## src/rtl/rsp_pkg.sv

```systemverilog
package rsp_pkg;

  typedef enum logic [1:0] {
    ST_NONE  = 2'b00,
    ST_SLOT2 = 2'b10,
    ST_BOTH  = 2'b11
  } slot_status_e;

  // Validity code from the number of pending samples at frame start
  function automatic slot_status_e status_for(input logic [1:0] depth);
    case (depth)
      2'd0:    return ST_NONE;
      2'd1:    return ST_SLOT2;
      default: return ST_BOTH;
    endcase
  endfunction

  // True when the start bit went from 0 to 1 between two frames
  function automatic logic start_rise(input logic now_bit, input logic prev_bit);
    return now_bit & ~prev_bit;
  endfunction

endpackage

```

## src/rtl/rsp_rx_fifo.sv

```systemverilog
module rsp_rx_fifo #(
  parameter int SMP_W = 16
) (
  input  logic             clk,
  input  logic             rst,
  input  logic             push,
  input  logic             flush,
  input  logic [SMP_W-1:0] din,
  output logic [1:0]       depth,
  output logic [SMP_W-1:0] old_q,
  output logic [SMP_W-1:0] new_q,
  output logic             ovf,
  output logic             drop_evt
);

  localparam int unsigned FULL = 2;

  logic [SMP_W-1:0] e0_q, e1_q;
  logic [1:0]       cnt_q;
  logic             ovf_q;

  assign drop_evt = push && !flush && (cnt_q == 2'(FULL));

  always_ff @(posedge clk) begin
    if (rst) begin
      e0_q  <= '0;
      e1_q  <= '0;
      cnt_q <= '0;
      ovf_q <= 1'b0;
    end else if (flush) begin
      if (push) begin
        e0_q  <= din;
        cnt_q <= 2'd1;
      end else begin
        cnt_q <= 2'd0;
      end
    end else if (push) begin
      case (cnt_q)
        2'd0: begin
          e0_q  <= din;
          cnt_q <= 2'd1;
        end
        2'd1: begin
          e1_q  <= din;
          cnt_q <= 2'd2;
        end
        default: begin
          e0_q  <= e1_q;
          e1_q  <= din;
          ovf_q <= 1'b1;
        end
      endcase
    end
  end

  assign depth = cnt_q;
  assign old_q = e0_q;
  assign new_q = e1_q;
  assign ovf   = ovf_q;

  p_depth_bound_r4: assert property (@(posedge clk) disable iff (rst)
    cnt_q <= 2'(FULL));

  p_flush_empties_r4: assert property (@(posedge clk) disable iff (rst)
    (flush && !push) |=> (depth == 2'd0));

  p_drop_flags_r5: assert property (@(posedge clk) disable iff (rst)
    drop_evt |=> ovf);

  p_ovf_sticky_r5: assert property (@(posedge clk) disable iff (rst)
    ovf |=> ovf);

  p_drop_keeps_newest_r5: assert property (@(posedge clk) disable iff (rst)
    drop_evt |=> (old_q == $past(new_q)) && (new_q == $past(din)));

endmodule

```

## src/rtl/rsp_coef_reader.sv

```systemverilog
module rsp_coef_reader #(
  parameter int ADDR_W = 5,
  parameter int DATA_W = 16
) (
  input  logic              clk,
  input  logic              rst,
  input  logic              frame_start,
  input  logic              start_bit,
  input  logic [ADDR_W-1:0] addr_in,
  output logic              rd_en,
  output logic [ADDR_W-1:0] rd_addr,
  input  logic [DATA_W-1:0] rd_data,
  output logic [DATA_W-1:0] slot_q,
  output logic              rise_evt
);

  import rsp_pkg::*;

  logic              prev_q;
  logic              en_q;
  logic              ack_q;
  logic [ADDR_W-1:0] addr_q;
  logic [DATA_W-1:0] data_q;

  assign rise_evt = frame_start && start_rise(start_bit, prev_q);

  always_ff @(posedge clk) begin
    if (rst) begin
      prev_q <= 1'b0;
      en_q   <= 1'b0;
      ack_q  <= 1'b0;
      addr_q <= '0;
      data_q <= '0;
    end else begin
      if (frame_start) prev_q <= start_bit;
      en_q  <= rise_evt;
      ack_q <= en_q;
      if (rise_evt) addr_q <= addr_in;
      if (ack_q) data_q <= rd_data;
    end
  end

  assign rd_en   = en_q;
  assign rd_addr = addr_q;
  assign slot_q  = data_q;

  p_single_pulse_r6: assert property (@(posedge clk) disable iff (rst)
    rd_en |=> !rd_en);

  p_no_read_without_frame_r6: assert property (@(posedge clk) disable iff (rst)
    !frame_start |=> !rd_en);

  p_data_capture_r7: assert property (@(posedge clk) disable iff (rst)
    ack_q |=> (slot_q == $past(rd_data)));

  p_slot_holds_r7: assert property (@(posedge clk) disable iff (rst)
    !ack_q |=> $stable(slot_q));

endmodule

```

## src/rtl/rsp_echo_mux.sv

```systemverilog
module rsp_echo_mux #(
  parameter int CTRL_W = 16
) (
  input  logic              clk,
  input  logic              rst,
  input  logic              frame_start,
  input  logic              dual,
  input  logic              eye_sel,
  input  logic [CTRL_W-1:0] rxc_word,
  input  logic [CTRL_W-1:0] eye_word,
  input  logic [CTRL_W-1:0] portb_word,
  output logic [CTRL_W-1:0] echo_q
);

  logic [CTRL_W-1:0] pick;
  logic [CTRL_W-1:0] hold_q;

  always_comb begin
    if (dual)         pick = portb_word;
    else if (eye_sel) pick = eye_word;
    else              pick = rxc_word;
  end

  always_ff @(posedge clk) begin
    if (rst)              hold_q <= '0;
    else if (frame_start) hold_q <= pick;
  end

  assign echo_q = hold_q;

  p_echo_stable_r8: assert property (@(posedge clk) disable iff (rst)
    !frame_start |=> $stable(echo_q));

  p_echo_eye_r8: assert property (@(posedge clk) disable iff (rst)
    (frame_start && !dual && eye_sel) |=> (echo_q == $past(eye_word)));

  p_echo_portb_r10: assert property (@(posedge clk) disable iff (rst)
    (frame_start && dual) |=> (echo_q == $past(portb_word)));

endmodule

```

## src/rtl/rx_slot_packer.sv

```systemverilog
module rx_slot_packer #(
  parameter int SMP_W       = 16,
  parameter int CTRL_W      = 16,
  parameter int ADDR_W      = 5,
  parameter int START_BIT   = 14,
  parameter int EYE_SEL_BIT = 13
) (
  input  logic              clk,
  input  logic              rst,
  input  logic              dual_port_sel,
  input  logic              frame_start,
  input  logic [CTRL_W-1:0] tx_ctrl,
  input  logic              rx_strobe,
  input  logic [SMP_W-1:0]  rx_sample,
  input  logic [CTRL_W-1:0] portb_ctrl_word,
  input  logic [CTRL_W-1:0] rx_ctrl_word,
  input  logic [CTRL_W-1:0] eye_word,
  output logic              coef_rd_en,
  output logic [ADDR_W-1:0] coef_rd_addr,
  input  logic [SMP_W-1:0]  coef_rd_data,
  output logic [1:0]        slot_status,
  output logic [SMP_W-1:0]  rx_slot1,
  output logic [SMP_W-1:0]  rx_slot2,
  output logic [CTRL_W-1:0] echo_slot,
  output logic [SMP_W-1:0]  coef_slot,
  output logic              rx_overflow
);

  import rsp_pkg::*;

  localparam int ADDR_LSB = 0;
  localparam int ADDR_MSB = ADDR_LSB + ADDR_W - 1;

  // Named internal events for the checks
  logic             push_evt;
  logic             drop_evt;
  logic             rise_evt;
  logic [1:0]       depth;
  logic [SMP_W-1:0] old_smp, new_smp;

  assign push_evt = rx_strobe && !dual_port_sel;

  rsp_rx_fifo #(.SMP_W(SMP_W)) u_fifo (
    .clk      (clk),
    .rst      (rst),
    .push     (push_evt),
    .flush    (frame_start),
    .din      (rx_sample),
    .depth    (depth),
    .old_q    (old_smp),
    .new_q    (new_smp),
    .ovf      (rx_overflow),
    .drop_evt (drop_evt)
  );

  rsp_coef_reader #(.ADDR_W(ADDR_W), .DATA_W(SMP_W)) u_coef (
    .clk         (clk),
    .rst         (rst),
    .frame_start (frame_start),
    .start_bit   (tx_ctrl[START_BIT]),
    .addr_in     (tx_ctrl[ADDR_MSB:ADDR_LSB]),
    .rd_en       (coef_rd_en),
    .rd_addr     (coef_rd_addr),
    .rd_data     (coef_rd_data),
    .slot_q      (coef_slot),
    .rise_evt    (rise_evt)
  );

  rsp_echo_mux #(.CTRL_W(CTRL_W)) u_echo (
    .clk         (clk),
    .rst         (rst),
    .frame_start (frame_start),
    .dual        (dual_port_sel),
    .eye_sel     (tx_ctrl[EYE_SEL_BIT]),
    .rxc_word    (rx_ctrl_word),
    .eye_word    (eye_word),
    .portb_word  (portb_ctrl_word),
    .echo_q      (echo_slot)
  );

  // Slot assignment from pending samples
  slot_status_e     st_next;
  logic [SMP_W-1:0] s1_next, s2_next;

  always_comb begin
    st_next = status_for(depth);
    s1_next = '0;
    s2_next = '0;
    if (dual_port_sel) begin
      st_next = ST_NONE;
    end else if (depth == 2'd2) begin
      s1_next = old_smp;
      s2_next = new_smp;
    end else if (depth == 2'd1) begin
      s2_next = old_smp;
    end
  end

  slot_status_e     st_q;
  logic [SMP_W-1:0] s1_q, s2_q;

  always_ff @(posedge clk) begin
    if (rst) begin
      st_q <= ST_NONE;
      s1_q <= '0;
      s2_q <= '0;
    end else if (frame_start) begin
      st_q <= st_next;
      s1_q <= s1_next;
      s2_q <= s2_next;
    end
  end

  assign slot_status = st_q;
  assign rx_slot1    = s1_q;
  assign rx_slot2    = s2_q;

  p_no_code01_r2: assert property (@(posedge clk) disable iff (rst)
    slot_status != 2'b01);

  p_lone_in_slot2_r3: assert property (@(posedge clk) disable iff (rst)
    (frame_start && !dual_port_sel && depth == 2'd1)
      |=> (rx_slot1 == '0) && (rx_slot2 == $past(old_smp)) && (slot_status == 2'b10));

  p_slots_hold_r4: assert property (@(posedge clk) disable iff (rst)
    !frame_start |=> $stable(rx_slot1) && $stable(rx_slot2) && $stable(slot_status));

  p_read_on_rise_r6: assert property (@(posedge clk) disable iff (rst)
    rise_evt |=> coef_rd_en && (coef_rd_addr == $past(tx_ctrl[ADDR_MSB:ADDR_LSB])));

  p_dual_quiet_r10: assert property (@(posedge clk) disable iff (rst)
    (frame_start && dual_port_sel) |=> (slot_status == 2'b00) && (rx_slot1 == '0) && (rx_slot2 == '0));

endmodule

```

## config.mk

```make
export PLATFORM = sky130hd
export DESIGN_NAME = rx_slot_packer
export DESIGN_NICKNAME = d
export VERILOG_FILES = /design/src/rtl/rsp_pkg.sv /design/src/rtl/rsp_rx_fifo.sv /design/src/rtl/rsp_coef_reader.sv /design/src/rtl/rsp_echo_mux.sv /design/src/rtl/rx_slot_packer.sv
export SDC_FILE = /design/constraint.sdc
export NUM_CORES = 1
export LEC_CHECK = 0
export BUFFER_PORTS_ARGS = -buffer_cell sky130_fd_sc_hd__buf_2
export CAP_MARGIN = 20
export CORE_ASPECT_RATIO = 1.2
export CORE_MARGIN = 2
export CORE_UTILIZATION = 40
export CTS_BUF_LIST = sky130_fd_sc_hd__clkbuf_4
export CTS_CLUSTER_SIZE = 20
export DETAILED_ROUTE_END_ITERATION = 8
export HOLD_SLACK_MARGIN = 0.08
export PLACE_DENSITY = 0.8
export SLEW_MARGIN = 25
export SYNTH_ARGS = -nofsm -noshare
export SYNTH_HDL_FRONTEND = slang
export SYNTH_SLANG_ARGS = --single-unit
export TNS_END_PERCENT = 10
```

## constraint.sdc

```tcl
create_clock -name clk -period 2.2 [get_ports clk]
set_input_delay 0.11 -clock clk [delete_from_list [all_inputs] [get_ports clk]]
set_output_delay 0.11 -clock clk [all_outputs]
set_load 0.01 [all_outputs]
```

==> implementation parameters <==
Parameter                              Value

Outcome
  Run status    finished, final reports clean

Setup path
  Worst Path Arrival    2.10 ns
  Worst Setup Path Type    flop to flop
  Startpoint of the worst setup timing path    u_fifo.depth[1]$_SDFFE_PP0P_
  Type of origin of the critical path    flop
  Number of cells on the worst reg-to-reg path    3
  Required time of the worst setup path    2.61 ns
  Kind of cell with the highest combined delay on the critical path    simple AND/OR/NAND/NOR gates
  Kind of end point of the critical path    flop
  Terminus of the critical flop-to-flop path    rx_slot2[0]$_SDFFE_PP0P_
  End point of the critical path    rx_slot2[0]$_SDFFE_PP0P_
  Cell at the slowest stage of the critical path    and4bb_2
  Buffers and inverters on the worst path    0
  Setup slack of the most critical reg-to-reg path    0.51 ns
  Ordered cell list for the critical path    and4bb_2 -> a222oi_1 -> nor2_1
  Critical path depth    3
  Startpoint of the worst-slack reg-to-reg timing path    u_fifo.depth[1]$_SDFFE_PP0P_
  Peak per-stage delay on the critical path    0.76 ns
  Max FO, Critical Path    32

Hold path
  Worst hold path depth    3
  Hold crit path type    input port to flop

Synth
  Mean area per synthesized cell    9.43 sq um
  Count of unique library cells instantiated by Yosys    32
  Sequential element share of the synthesized area    49.3%
  Number of instances in the synthesized netlist    between 400 and 500
  Cell area after synthesis    4430 sq um
  Synth warnings    0
  Nets in the synthesized netlist    571
  Share of synthesized registers carrying an async set or reset    0%
  EDFF count, synth    0
  Number of register bits inferred by synthesis    roughly 110
  Most used flip-flop cell after synthesis    dfxtp_1

Layout
  Non-Filler Instances    between 800 and 900
  Final Net Count    780
  Storage cell area    2180 sq um
  Final-layout fill cell count    950
  Post-synthesis to final-layout area growth    39.5%
  Fraction of final layout cells sized beyond drive strength 1    roughly 32%
  Antenna Cells    0
  Multi-input gate area    between 2000 and 2500 sq um

Global route
  First-pass GRT wire length    around 21000 um
  Maximum number of pins on one net before global-route repair    110
  Antenna violations before repair    0
  Vias in the first global route    4449
  GRT Util Overall    21.5%
  Congestion Overflow GR    0

Clock tree
  Latest clock arrival within the worst-skew pair    0.47 ns
  Maximum count of clock buffers along a single path    2
  Post-CTS Setup Inserts    0
  Total CTS buffers    9
  CTS tree    yes
  Count of H-tree levels built during CTS    3
  Root cell of the clock tree    clkbuf_4
  Clock-pin slew reported for the worst setup and hold paths after clock tree synthesis    0.16 ns
  # resized after CTS    0
  Number of clock sinks    109

Die
  DIE WIDTH    100 um
  Core area    10900 sq um
  Number of top-level design ports    174
  Die outline height    119 um
  Die area    11900 sq um
  Standard-cell row count    42
  Effective utilization at floorplan    40.5%

Power and ir drop
  Max VDD drop    259 uV
  Psw    between 1000 and 1500 uW
  Leakage power    0.00266 uW
  Logic pwr share    around 15%
  Pwr/cell area    ~600 nW/um^2
  Proportion of total power due to net switching    27.2%
  Internal Dissipation    2690 uW
  Clock Power Share    28.8%
  Seq pwr share    between 50% and 60%

Drt
  Number of violations reported at the end of detailed-routing iteration 0    280
  Vias post-DR    4437
  Number of antenna-violating nets in the routed design    0
  Number of detailed-routing iterations run before antenna repair    5
  Number of design rule violations left after detail routing    0
  Via count normalized by instance count    5.44
  Average wire length per cell after detail routing    16.2 um
  Detailed-route wire length    13200 um

Job
  Number of maximum-capacitance constraint violations    0

STA
  Setup TNS    0 ns
  Worst slew margin relative to its limit    between 30% and 40%
  Final clock period utilization by the worst path    76.7%
  Final-report max-slew violation count    0
  # setup viols final    0
  RSZ-0062 raised after global routing    no
  Worst-Margin Slew    0.899 ns
  Post-layout minimum cycle time    1.69 ns
  Final hold violation count    0
  Maximum frequency from static timing analysis    0.593 GHz
  Clock tree skew after final layout    0.0193 ns

Place
  Post-DP HPWL    ~8100 um
  Weighted congestion at the end of routability-driven global placement    0.781
  Number of placed instances, taps included    727
  Port buffer count    164
cell families after synthesis:
group	count (synthesis)	synth area share [%]
AND/OR/NAND/NOR	135	12.9
AO/OA/AOI/OAI	121	20.1
multiplexers	55	12.9
flip-flops	109	49.3
buffers and inverters	50	4.89
cell usage after synthesis, drive strengths merged (2+ instances only):
cell type  instances  area share [%]
dfxtp            109              49
a21oi             35             4.0
nand2b             2            0.28
a22oi             16             2.7
clkbuf            35             3.0
nand3             16             1.8
a222oi            16             3.6
o21ba              2            0.45
o22ai             16             2.3
mux2i             39             8.8
nor2b              3            0.42
mux2              16             4.1
nor2              57             4.8
nand3b             2            0.34
o21ai             16             1.8
a311oi            16             4.6
nand2             50             4.2
buf               13             1.8
o21bai             2            0.34
how the worst min path moves through the flow:
stage,startpoint,slack [ns],end
floorplan,tx_ctrl[0],0.25,u_coef.rd_addr[0]$_SDFFE_PP0P_
detailed placement,coef_rd_data[4],0.36,u_coef.slot_q[4]$_SDFFE_PP0P_
global route,rst,0.17,u_coef.prev_q$_SDFFE_PP0P_
global placement,coef_rd_data[14],0.34,u_coef.slot_q[14]$_SDFFE_PP0P_
CTS,rst,0.16,rx_slot1[15]$_SDFFE_PP0P_
finish,rst,0.17,u_coef.prev_q$_SDFFE_PP0P_
metrics by stage:
stage	power [uW]	hold WS [ns]	worst slack (ns)	util [%]	instance area, sq um
2_1_floorplan	2370	0.254	0.638	-	4430
3_3_place_gp	2520	0.344	0.536	48.5	5300
3_5_place_dp	2540	0.355	0.438	48.5	5300
4_1_cts	3700	0.158	0.368	56.5	6180
5_1_grt	3840	0.168	0.371	56.5	6180
6_report	3700	0.175	0.512	56.5	6180
power by group through the flow:
stage	Sequential [uW]	Combinational, uW	Clock (uW)
floorplan	2120	245	0
global placement	2120	408	0
detailed placement	2120	425	0
CTS	2080	541	1090
global route	2090	594	1160
finish	2080	552	1070
tightest hold or removal path, stage by stage:
cell and delay [ns]:
buf_4 0.12, buf_12 0.25, nor2_1 0.14
layout make-up:
cell class              count  share of cell area, %
repair buffers            246                   26.4
well taps                 132                   2.67
flip-flops and latches    109                   35.3
clock buffers               9                   1.09
multi-input cells         311                   33.0
clock inverters             7                   1.32
inverters                   2                  0.121
registers in the layout, summed over array words and instances (netlist names):
name            count
slot_status         2
u_fifo.old_q       16
u_fifo.ovf          1
rx_slot2           16
u_echo.echo_q      16
u_fifo.depth        2
u_coef.rd_en        1
rx_slot1           16
u_coef.rd_addr      5
u_coef.slot_q      16
u_fifo.new_q       16
u_coef.ack_q        1
u_coef.prev_q       1
cells in the final DEF (no fill, tap or decap):
cell type	n
bufinv_16	1
o21bai_2	1
o22ai_1	16
nand2_1	50
nand3b_1	2
nor2_1	57
inv_8	2
nor2b_1	3
clkinv_2	1
nand3_1	16
buf_4	9
o21ai_0	16
o311ai_0	1
a22oi_1	16
dlygate4sd3_1	73
clkinv_1	1
clkinvlp_4	2
or3b_1	1
and2_4	1
and4bb_2	1
o21bai_1	1
buf_2	163
inv_1	1
o21ba_2	2
a311oi_2	10
nor4bb_2	1
a21oi_1	35
nor3_1	1
a31oi_1	1
buf_12	1
clkbuf_4	9
dfxtp_1	109
inv_6	1
mux2i_1	39
nand2b_1	2
a311oi_1	6
mux2_2	16
a222oi_1	16
routing by layer:
| metal | vias to the layer above | GRT usage (%) | routed length [um] |
|---|---|---|---|
| met5 | - | 0 | 0 |
| li1 | 2115 | - | - |
| met3 | 33 | 4.40 | 763 |
| met1 | 2114 | 24.6 | 5280 |
| met4 | 0 | 9.93 | 379 |
| met2 | 175 | 38.2 | 6780 |
timing repair:
item                                    4_1_cts  5_1_grt
hold buffers                                 73        0
endpoints found under the hold margin        74        0
endpoints found under the setup margin        0        0
No activity file was read; power rests on OpenSTA's default activity.
